<file path="src/rtl/wt_pkg.sv">
package wt_pkg;

  typedef enum logic [1:0] {
    ACT_NONE = 2'b00,
    ACT_SET  = 2'b01,
    ACT_CLR  = 2'b10,
    ACT_RSVD = 2'b11
  } act_e;

  // Per-output action fields, packed LSB first as: own, period, trigger
  typedef struct packed {
    act_e on_trig;
    act_e on_period;
    act_e on_own;
  } out_cfg_t;

  localparam int SEL_W   = 3;
  localparam int ADDR_W  = 3;
  localparam int NUM_OUT = 2;
  localparam int CFG_W   = $bits(out_cfg_t);
  localparam int MODE_W  = SEL_W + NUM_OUT * CFG_W;

  localparam logic [ADDR_W-1:0] ADDR_MODE = 3'd0;
  localparam logic [ADDR_W-1:0] ADDR_CMPA = 3'd1;
  localparam logic [ADDR_W-1:0] ADDR_CMPC = 3'd3;
  localparam logic [ADDR_W-1:0] ADDR_CMD  = 3'd4;

  localparam int CMD_EN_BIT   = 0;
  localparam int CMD_DIS_BIT  = 1;
  localparam int CMD_TRIG_BIT = 2;

  function automatic logic act_apply(input act_e act, input logic cur);
    logic res;
    case (act)
      ACT_SET: res = 1'b1;
      ACT_CLR: res = 1'b0;
      default: res = cur;
    endcase
    return res;
  endfunction

endpackage

</file>
<file path="src/rtl/wt_regs.sv">
module wt_regs
  import wt_pkg::*;
#(
  parameter int CNT_W = 16
) (
  input  logic              clk,
  input  logic              rst_n,
  input  logic              wr_en,
  input  logic [ADDR_W-1:0] wr_addr,
  input  logic [CNT_W-1:0]  wr_data,
  output logic [SEL_W-1:0]  sel,
  output out_cfg_t          cfg     [NUM_OUT],
  output logic [CNT_W-1:0]  cmp_own [NUM_OUT],
  output logic [CNT_W-1:0]  cmp_per,
  output logic              clk_on,
  output logic              trig
);

  logic [MODE_W-1:0] mode_q, mode_d;
  logic [CNT_W-1:0]  per_q, per_d;
  logic              on_q, on_d;
  logic              is_cmd;

  assign is_cmd = wr_en && (wr_addr == ADDR_CMD);
  assign trig   = is_cmd && wr_data[CMD_TRIG_BIT];

  always_comb begin
    mode_d = mode_q;
    per_d  = per_q;
    on_d   = on_q;
    if (wr_en && wr_addr == ADDR_MODE) mode_d = wr_data[MODE_W-1:0];
    if (wr_en && wr_addr == ADDR_CMPC) per_d = wr_data;
    if (is_cmd) begin
      if (wr_data[CMD_DIS_BIT])     on_d = 1'b0;
      else if (wr_data[CMD_EN_BIT]) on_d = 1'b1;
    end
  end

  always_ff @(posedge clk or negedge rst_n) begin
    if (!rst_n) begin
      mode_q <= '0;
      per_q  <= '0;
      on_q   <= 1'b0;
    end else begin
      mode_q <= mode_d;
      per_q  <= per_d;
      on_q   <= on_d;
    end
  end

  for (genvar i = 0; i < NUM_OUT; i++) begin : g_own
    localparam logic [ADDR_W-1:0] MY_ADDR = ADDR_CMPA + ADDR_W'(i);
    logic [CNT_W-1:0] own_q, own_d;

    always_comb begin
      own_d = own_q;
      if (wr_en && wr_addr == MY_ADDR) own_d = wr_data;
    end

    always_ff @(posedge clk or negedge rst_n) begin
      if (!rst_n) own_q <= '0;
      else        own_q <= own_d;
    end

    assign cmp_own[i] = own_q;
    assign cfg[i]     = out_cfg_t'(mode_q[SEL_W + CFG_W*i +: CFG_W]);
  end

  assign sel     = mode_q[SEL_W-1:0];
  assign cmp_per = per_q;
  assign clk_on  = on_q;


  dis_wins_chk: assert property (@(posedge clk) disable iff (!rst_n)
    (is_cmd && wr_data[CMD_DIS_BIT]) |=> !clk_on);

endmodule

</file>
<file path="src/rtl/wt_prescaler.sv">
module wt_prescaler
  import wt_pkg::*;
#(
  parameter int NUM_DIV    = 4,
  parameter bit GEN_CLK_EN = 1'b0
) (
  input  logic             clk,
  input  logic             rst_n,
  input  logic             clk_on,
  input  logic             trig,
  input  logic [SEL_W-1:0] sel,
  input  logic             slow_tick,
  input  logic             gen_tick,
  output logic             tick
);

  // Divider i ticks once every 2^(2i+1) cycles
  localparam int PRE_W = 2*NUM_DIV - 1;
  localparam logic [SEL_W-1:0] SEL_SLOW = SEL_W'(NUM_DIV);
  localparam logic [SEL_W-1:0] SEL_GEN  = SEL_W'(NUM_DIV + 1);

  logic [PRE_W-1:0]   pre_q, pre_d;
  logic [NUM_DIV-1:0] dtick;
  logic               src;

  for (genvar i = 0; i < NUM_DIV; i++) begin : g_div
    localparam int SH = 2*i + 1;
    assign dtick[i] = &pre_q[SH-1:0];
  end

  always_comb begin
    src = 1'b0;
    for (int i = 0; i < NUM_DIV; i++) begin
      if (sel == SEL_W'(i)) src = dtick[i];
    end
    if (sel == SEL_SLOW) src = slow_tick;
    if (sel == SEL_GEN)  src = GEN_CLK_EN && gen_tick;
  end

  assign tick = clk_on && src;

  always_comb begin
    pre_d = pre_q;
    if (trig)        pre_d = '0;
    else if (clk_on) pre_d = pre_q + PRE_W'(1);
  end

  always_ff @(posedge clk or negedge rst_n) begin
    if (!rst_n) pre_q <= '0;
    else        pre_q <= pre_d;
  end


  div2_alt_chk: assert property (@(posedge clk) disable iff (!rst_n)
    (tick && sel == '0) |=> !(tick && sel == '0));

endmodule

</file>
<file path="src/rtl/wt_counter.sv">
module wt_counter
  import wt_pkg::*;
#(
  parameter int CNT_W = 16
) (
  input  logic             clk,
  input  logic             rst_n,
  input  logic             tick,
  input  logic             trig,
  input  logic [CNT_W-1:0] cmp_per,
  input  logic [CNT_W-1:0] cmp_own [NUM_OUT],
  output logic [CNT_W-1:0] cnt,
  output logic             hit_per,
  output logic [NUM_OUT-1:0] hit_own
);

  logic [CNT_W-1:0] cnt_q, cnt_d;
  logic             at_end;

  assign at_end  = (cnt_q == cmp_per);
  assign hit_per = tick && at_end;

  for (genvar i = 0; i < NUM_OUT; i++) begin : g_hit
    assign hit_own[i] = tick && (cnt_q == cmp_own[i]);
  end

  always_comb begin
    cnt_d = cnt_q;
    if (trig)        cnt_d = '0;
    else if (tick) begin
      if (at_end)    cnt_d = '0;
      else           cnt_d = cnt_q + CNT_W'(1);
    end
  end

  always_ff @(posedge clk or negedge rst_n) begin
    if (!rst_n) cnt_q <= '0;
    else        cnt_q <= cnt_d;
  end

  assign cnt = cnt_q;


  wrap_chk: assert property (@(posedge clk) disable iff (!rst_n)
    (tick && !trig && cnt == cmp_per) |=> cnt == '0);


  step_chk: assert property (@(posedge clk) disable iff (!rst_n)
    (tick && !trig && cnt != cmp_per) |=> cnt == $past(cnt) + CNT_W'(1));


  trig_zero_chk: assert property (@(posedge clk) disable iff (!rst_n)
    trig |=> cnt == '0);

endmodule

</file>
<file path="src/rtl/wt_out_unit.sv">
module wt_out_unit
  import wt_pkg::*;
(
  input  logic     clk,
  input  logic     rst_n,
  input  logic     trig,
  input  logic     hit_own,
  input  logic     hit_per,
  input  out_cfg_t cfg,
  output logic     lvl
);

  logic lvl_q, lvl_d;

  // Priority: trigger, then period match, then own match
  always_comb begin
    lvl_d = lvl_q;
    if (trig)         lvl_d = act_apply(cfg.on_trig, lvl_q);
    else if (hit_per) lvl_d = act_apply(cfg.on_period, lvl_q);
    else if (hit_own) lvl_d = act_apply(cfg.on_own, lvl_q);
  end

  always_ff @(posedge clk or negedge rst_n) begin
    if (!rst_n) lvl_q <= 1'b0;
    else        lvl_q <= lvl_d;
  end

  assign lvl = lvl_q;


  per_wins_chk: assert property (@(posedge clk) disable iff (!rst_n)
    (!trig && hit_per && hit_own && cfg.on_period == ACT_CLR) |=> !lvl);


  idle_hold_chk: assert property (@(posedge clk) disable iff (!rst_n)
    (!trig && !hit_per && !hit_own) |=> $stable(lvl));


  trig_set_chk: assert property (@(posedge clk) disable iff (!rst_n)
    (trig && cfg.on_trig == ACT_SET) |=> lvl);

endmodule

</file>
<file path="src/rtl/wave_timer.sv">
module wave_timer
  import wt_pkg::*;
#(
  parameter int CNT_W      = 16,
  parameter bit GEN_CLK_EN = 1'b0
) (
  input  logic             clk,
  input  logic             rst_n,
  input  logic             wr_en,
  input  logic [2:0]       wr_addr,
  input  logic [CNT_W-1:0] wr_data,
  input  logic             slow_tick,
  input  logic             gen_tick,
  output logic             out_a,
  output logic             out_b
);

  localparam int NUM_DIV = 4;

  logic [1:0]         rs_q;
  logic               core_rst_n;
  logic [SEL_W-1:0]   sel;
  out_cfg_t           cfg     [NUM_OUT];
  logic [CNT_W-1:0]   cmp_own [NUM_OUT];
  logic [CNT_W-1:0]   cmp_per;
  logic               clk_on;
  logic               trig;
  logic               tick;
  logic [CNT_W-1:0]   cnt;
  logic               hit_per;
  logic [NUM_OUT-1:0] hit_own;
  logic [NUM_OUT-1:0] lvl;

  // Reset asserts at once, deasserts two clock edges later
  always_ff @(posedge clk or negedge rst_n) begin
    if (!rst_n) rs_q <= 2'b00;
    else        rs_q <= {rs_q[0], 1'b1};
  end
  assign core_rst_n = rs_q[1];

  wt_regs #(.CNT_W(CNT_W)) u_regs (
    .clk     (clk),
    .rst_n   (core_rst_n),
    .wr_en   (wr_en),
    .wr_addr (wr_addr),
    .wr_data (wr_data),
    .sel     (sel),
    .cfg     (cfg),
    .cmp_own (cmp_own),
    .cmp_per (cmp_per),
    .clk_on  (clk_on),
    .trig    (trig)
  );

  wt_prescaler #(.NUM_DIV(NUM_DIV), .GEN_CLK_EN(GEN_CLK_EN)) u_pre (
    .clk       (clk),
    .rst_n     (core_rst_n),
    .clk_on    (clk_on),
    .trig      (trig),
    .sel       (sel),
    .slow_tick (slow_tick),
    .gen_tick  (gen_tick),
    .tick      (tick)
  );

  wt_counter #(.CNT_W(CNT_W)) u_cnt (
    .clk     (clk),
    .rst_n   (core_rst_n),
    .tick    (tick),
    .trig    (trig),
    .cmp_per (cmp_per),
    .cmp_own (cmp_own),
    .cnt     (cnt),
    .hit_per (hit_per),
    .hit_own (hit_own)
  );

  for (genvar i = 0; i < NUM_OUT; i++) begin : g_out
    wt_out_unit u_out (
      .clk     (clk),
      .rst_n   (core_rst_n),
      .trig    (trig),
      .hit_own (hit_own[i]),
      .hit_per (hit_per),
      .cfg     (cfg[i]),
      .lvl     (lvl[i])
    );
  end

  assign out_a = lvl[0];
  assign out_b = lvl[1];


  off_cnt_hold_chk: assert property (@(posedge clk) disable iff (!core_rst_n)
    (!clk_on && !trig) |=> $stable(cnt));


  off_out_hold_chk: assert property (@(posedge clk) disable iff (!core_rst_n)
    (!clk_on && !trig) |=> ($stable(out_a) && $stable(out_b)));


  rst_low_chk: assert property (@(posedge clk)
    !core_rst_n |-> (!out_a && !out_b));

endmodule

</file>
<file path="config.mk">
export PLATFORM = sky130hd
export DESIGN_NAME = wave_timer
export DESIGN_NICKNAME = d
export VERILOG_FILES = /design/src/rtl/wt_pkg.sv /design/src/rtl/wt_regs.sv /design/src/rtl/wt_prescaler.sv /design/src/rtl/wt_counter.sv /design/src/rtl/wt_out_unit.sv /design/src/rtl/wave_timer.sv
export SDC_FILE = /design/constraint.sdc
export NUM_CORES = 1
export LEC_CHECK = 0
export BUFFER_PORTS_ARGS = -buffer_cell sky130_fd_sc_hd__buf_2
export CORE_ASPECT_RATIO = 0.5
export CORE_MARGIN = 2
export CORE_UTILIZATION = 60
export DETAILED_ROUTE_END_ITERATION = 10
export PLACE_DENSITY = 0.81
export SLEW_MARGIN = 20
export SYNTH_ARGS = -nofsm -noshare
export SYNTH_HDL_FRONTEND = slang
export SYNTH_SLANG_ARGS = --single-unit
</file>
<file path="constraint.sdc">
create_clock -name clk -period 8.1 [get_ports clk]
set_clock_uncertainty 0.15 [all_clocks]
set_input_delay 0.81 -clock clk [delete_from_list [all_inputs] [get_ports clk]]
set_output_delay 0.81 -clock clk [all_outputs]
set_load 0.02 [all_outputs]
</file>
==> results of run 1 <==
-- routing by layer --
layer | track usage [%] | vias to the layer above
met1 | 34.7 | 1552
met3 | 6.96 | 8
met4 | 6.32 | 0
met2 | 40.9 | 92
li1 | - | 1367
met5 | 0 | -
-- metrics by stage --
| stage | area, sq um | hold WS (ns) |
|---|---|---|
| after floorplan | 4630 | 0.181 |
| after global placement | 4750 | 0.190 |
| after detailed placement | 4750 | 0.193 |
| after CTS | 5080 | 0.0780 |
| after global routing | 5110 | 0.0740 |
| final | 5110 | 0.0860 |
-- registers in the layout, indices dropped and copies added (netlist names) --
register and count:
u_regs.clk_on 1, u_regs.cmp_per 16, g_out.u_out.lvl 2, u_regs.mode_q 15, u_cnt.cnt 16, u_pre.pre_q 7, rs_q 2, u_regs.g_own.own_q 32
-- cells by family after synthesis --
logic type / Yosys count
other: 1
AO/OA/AOI/OAI: 37
multiplexers: 61
XOR/XNOR: 61
adder cells (fa/ha/maj): 9
flip-flops: 91
AND/OR/NAND/NOR: 95
buffers and inverters: 33
-- worst max-delay path by stage --
stage                   startpoint                  to  cells after the start
floorplan                  rs_q[1]  g_out[0].u_out.lvl                      0
global placement         slow_tick  g_out[0].u_out.lvl                      7
detailed placement       slow_tick  g_out[0].u_out.lvl                      7
CTS                 u_pre.pre_q[0]  g_out[0].u_out.lvl                     10
global route        u_pre.pre_q[0]  g_out[0].u_out.lvl                     10
finish              u_pre.pre_q[0]  g_out[0].u_out.lvl                     10
-- worst max-delay path, cell delays in order (launching register included) --
cell	delay (ns)
dfrtp_1	0.42
ha_1	0.21
nand3_1	0.12
inv_1	0.10
ha_1	0.14
inv_1	0.04
o221ai_2	0.26
a21oi_2	0.18
o21ai_1	0.86
o22ai_1	0.25
a2bb2oi_2	0.20
-- where the power goes --
| group | internal (uW) | switching (uW) | total (uW) |
|---|---|---|---|
| Sequential | 557 | 102 | 659 |
| Combinational | 165 | 161 | 326 |
| Clock | 287 | 172 | 458 |
| Total | 1010 | 434 | 1440 |
-- layout make-up --
type,count,area (sq um)
multi-input combinational,264,2180
timing repair buffer,27,163
inverter,8,30.0
clock inverter,4,72.6
tap,96,120
sequential,91,2280
clock buffer,12,256
fill,501,2300
-- layout by cell type, fill, tap and decap left out, types with 8 or more instances in the layout --
cell type,instances
xnor2_1,35
dfrtp_1,90
mux2_2,57
nand3_1,8
nor2_1,25
a21oi_1,8
clkbuf_16,9
buf_2,24
nand2_1,18
o21ai_0,10
inv_1,8
nand4_1,9
xor2_1,26
ha_1,9
==> impl_metrics.yaml, run 1 <==
status:
  outcome: "complete, no violations"
yosys:
  syn_nets: 421
  yosysWarningCount: 0
  yosysTopAreaCellShare_pct: 49.2
  netlist_top_cells_count: "dfrtp_1 (91), mux2_2 (57), xnor2_1 (35), xor2_1 (26), nor2_1 (25)"
  synth_area_leaders: "dfrtp_1 (49%), mux2_2 (14%), xnor2_1 (6.6%)"
  async_flop_share_pct: 100
  syn_avg_cell_area_sq_um: 11.9
  netlist.top_cell.by_area: "dfrtp_1"
  synth.most_common_cell: "dfrtp_1"
  netlist_instances: 388
  synth-xor-area-share_pct: 11.5
  ys_seq_area_share_pct: 49.2
  syn_area_sq_um: 4630
  yosysUniqueCellTypes: 49
  synth_top_family_by_area: "multiplexers"
  yosys-mux-area-fraction_pct: 14.7
  synthSimpleGateAreaFrac_pct: 12.6
  synth_seq_cells: 91
  synthFlopType: "dfrtp_1"
  synth_edf_count: 0
  synth_compound_area_share_pct: 5.76
  synthAdderAreaFrac_pct: 2.43
placement:
  dpl.hpwl_mm: 6.92
  gp_congestion: 0.863
  portBuffers: 24
  placedCellCount: 485
  dp_slack_ns: 5.22
critical_path:
  crit_type: "flop to flop"
  reg2regPathDepth: 10
  timing.rr.start: "u_pre.pre_q[0]"
  r2r_end: "g_out[0].u_out.lvl"
  cp.arrival_ns: 3.11
  cp_max_fo: 12
  required_ns: 8.16
  cp-end-kind: "flop"
  r2r_setup_slack_ns: 5.05
  cp-start-kind: "flop"
finish:
  area_growth_syn_to_layout_pct: 10.4
  final_cells: 502
  final_nets: 434
  insertedDiodeCount: 0
  drive_above_1_share_pct: 29.6
  utilization_pct: 69.0
detailed_routing:
  first_pass_iters: 4
  postRouteAntennaNets: 0
  wl_met1_mm: 4.44
  routed_wl_mm: 9.82
  drt_drc_violations_left: 0
  vias_per_cell: 6.01
  dr_wl_met3_um: 666
  num_vias: 3019
  wl_per_cell_um: 19.6
  drt-initial-drc-count: 227
  dr.max_layer_used: "met4"
  wl_met2_mm: 4.62
pwr:
  power_uw: 1440
  power_density_nw_per_um2: 283
  vdd_drop_max_uv: 136
  p_leak_uw: 0.00222
clock_tree:
  cts_buffers: 9
  clock-sinks: 91
  cts_tree: "yes"
  ctsHtreeMaxLevel: 3
  cts_buffer_depth: 2
  cts.hold.buffers_added: 0
  cts-resized-gates: 0
  clkLatencyLatePin_ns: 0.34
  post_cts_buffers: 0
  clk_pin_slew_ns: 0.06
  clockRootBuffer: "clkbuf_16"
floorplan:
  initial_core_util_pct: 62.5
  die_w_um: 128
  core_area_sq_um: 7400
  pin_count: 26
  die-height_um: 66.1
  num_rows: 22
  dieArea_sq_um: 8470
sta:
  final_max_slew_viol_count: 0
  rsz0062_at_grt: "no"
  hold_viol: 0
  worstMarginPinSlew_ns: 1.05
  relSlewSlack_pct: 29.4
  setup_violations: 0
  final.period_utilization_pct: 37.7
  fin_tns_setup_ns: 0
  fin_ws_ns: 5.05
  finalCriticalPeriod_ns: 3.05
  fmax_mhz: 328
global_routing:
  antenna_found_initial: 0
  grt.total_usage_pct: 25.4
  grt_overflow: 0
  grt_pass1_vias: 2963
  grt_pass1_wl_mm: 15.7
  grt_start_max_net_pins: 90
run:
  drv_cap: 0
worst_hold_path:
  hold_path.class: "primary input to async pin"
No activity file was read; power rests on OpenSTA's default activity.
==> run 2: changes to the inputs <==
==> constraint.sdc (replaced) <==
create_clock -name clk -period 3 [get_ports clk]
set_clock_uncertainty 0.15 [all_clocks]
set_input_delay 0.3 -clock clk [delete_from_list [all_inputs] [get_ports clk]]
set_output_delay 0.3 -clock clk [all_outputs]
set_load 0.02 [all_outputs]
==> impl_metrics.yaml, run 2 (synthesized netlist as in run 1, its figures left out) <==
critical_path:
  cp-end-kind: "flop"
  required_ns: 3.13
  cp.arrival_ns: 2.75
  crit_type: "flop to flop"
  slowest_stage: "a211oi_4"
  crit_chain: "ha_1 > nand3_1 > inv_1 > ha_1 > inv_1 > o221ai_2 > a211oi_4 > buf_4 > a21o_1 > a22o_1"
  cp_max_fo: 15
  r2r_setup_slack_ns: 0.38
  cp-start-kind: "flop"
  crit_path_max_incr_delay_ns: 0.63
sta:
  final_max_slew_viol_count: 0
  finalCriticalPeriod_ns: 2.62
  whs_ns: 0.0430
  rsz0062_at_grt: "no"
  fmax_mhz: 381
  worstMarginPinSlew_ns: 0.658
  final.period_utilization_pct: 87.5
  relSlewSlack_pct: 56.0
  fin_tns_setup_ns: 0
  setup_violations: 0
  hold_viol: 0
finish:
  final_cell_mix: "dfrtp_1 (90), mux2_2 (57), xnor2_1 (35), xor2_1 (26), nor2_1 (25)"
  insertedDiodeCount: 0
  final_nets: 441
  area_growth_syn_to_layout_pct: 10.8
  fillers: 509
  final_common_cell: "dfrtp_1"
  largest_register: "u_regs.g_own.own_q"
  drive_above_1_share_pct: 30.3
  largest_reg_flops: 32
detailed_routing:
  vias_per_cell: 5.87
  postRouteAntennaNets: 0
  num_vias: 2990
  wl_per_cell_um: 19.4
  first_pass_iters: 4
  drt-initial-drc-count: 212
  routed_wl_mm: 9.88
  drt_drc_violations_left: 0
placement:
  portBuffers: 24
  dpl.hpwl_mm: 7.09
  gp_congestion: 0.940
pwr:
  power_density_nw_per_um2: 737
  vdd_drop_max_uv: 413
  p_leak_uw: 0.00224
floorplan:
  initial_core_util_pct: 62.5
  pin_count: 26
  die-height_um: 66.1
  die_w_um: 128
  num_rows: 22
  core_area_sq_um: 7400
  dieArea_sq_um: 8470
clock_tree:
  cts_buffer_depth: 2
  cts_tree: "yes"
  clock-sinks: 91
  post_cts_buffers: 0
  clockRootBuffer: "clkbuf_16"
  cts.hold.buffers_added: 1
  cts-resized-gates: 0
  ctsHtreeMaxLevel: 3
  clk_pin_slew_ns: 0.06
  cts_buffers: 9
  clkLatencyLatePin_ns: 0.34
global_routing:
  grt_start_max_net_pins: 90
  antenna_found_initial: 0
  grt_overflow: 0
  grt_pass1_wl_mm: 16.2
  grt_pass1_vias: 3082
  grt.total_usage_pct: 26.2
worst_hold_path:
  hold_path.class: "primary input to flop"
status:
  outcome: "complete, no violations"
run:
  drv_cap: 0
==> run 2: cell types whose count changed in the layout (fill, tap and decap cells not counted), sizes merged <==
cell and delta:
clkinvlp -1, buf +6, bufinv -2, dlygate4sd3 +1
clkbuf +3
==> run 2: worst paths after layout <==
path                       cells after the start           endpoint      startpoint
max in group asynchronous                      1     u_pre.pre_q[6]         rs_q[1]
max reg2reg                                   10       u_cnt.cnt[6]  u_pre.pre_q[0]
max                                           10       u_cnt.cnt[6]  u_pre.pre_q[0]
min in group asynchronous                      2            rs_q[0]           rst_n
min                                            2      u_regs.clk_on      wr_data[1]
min reg2reg                                    0  u_regs.mode_q[12]         rs_q[1]
==> run 2: critical path, delay by kind of cell, from the launching register on <==
kind | cells | cell delay (ns)
AO/OA/AOI/OAI | 4 | 1.03
adder cells (fa/ha/maj) | 2 | 0.41
buffers and inverters | 3 | 0.41
flip-flops | 1 | 0.42
AND/OR/NAND/NOR | 1 | 0.15
==> run 2: through the flow <==
step	setup slack (ns)	util (%)	power [uW]	instance area, sq um	std cells
4_1_cts	0.394	68.9	3790	5100	508
3_5_place_dp	0.427	64.8	2670	4800	491
5_1_grt	0.176	69.2	3970	5130	509
6_report	0.375	69.2	3780	5130	509
3_3_place_gp	0.538	64.8	2600	4800	491
2_1_floorplan	0.128	-	2420	4630	388
==> run 2: per-layer routing <==
layer	GRT usage (%)	wire, um	vias to the layer above
met5	0	0	-
met4	7.97	80	0
met1	35.9	4580	1527
li1	-	-	1380
met3	6.07	504	10
met2	42.0	4710	73
==> run 2: cell type report <==
type | count | area [sq um] | share of cell area [%]
Timing Repair Buffer | 34 | 218 | 4.25
Sequential cell | 91 | 2280 | 44.5
Tap cell | 96 | 120 | 2.34
Multi-Input combinational cell | 264 | 2180 | 42.6
Inverter | 8 | 30.0 | 0.586
Clock inverter | 1 | 5.00 | 0.0976
Clock buffer | 15 | 288 | 5.61
==> run 2: power breakdown <==
| group | internal (uW) | switching (uW) | total [uW] | leakage [uW] |
|---|---|---|---|---|
| clock | 652 | 452 | 1100 | 0.000146 |
| sequential | 1510 | 258 | 1760 | 0.00112 |
| combinational | 458 | 453 | 911 | 0.000974 |
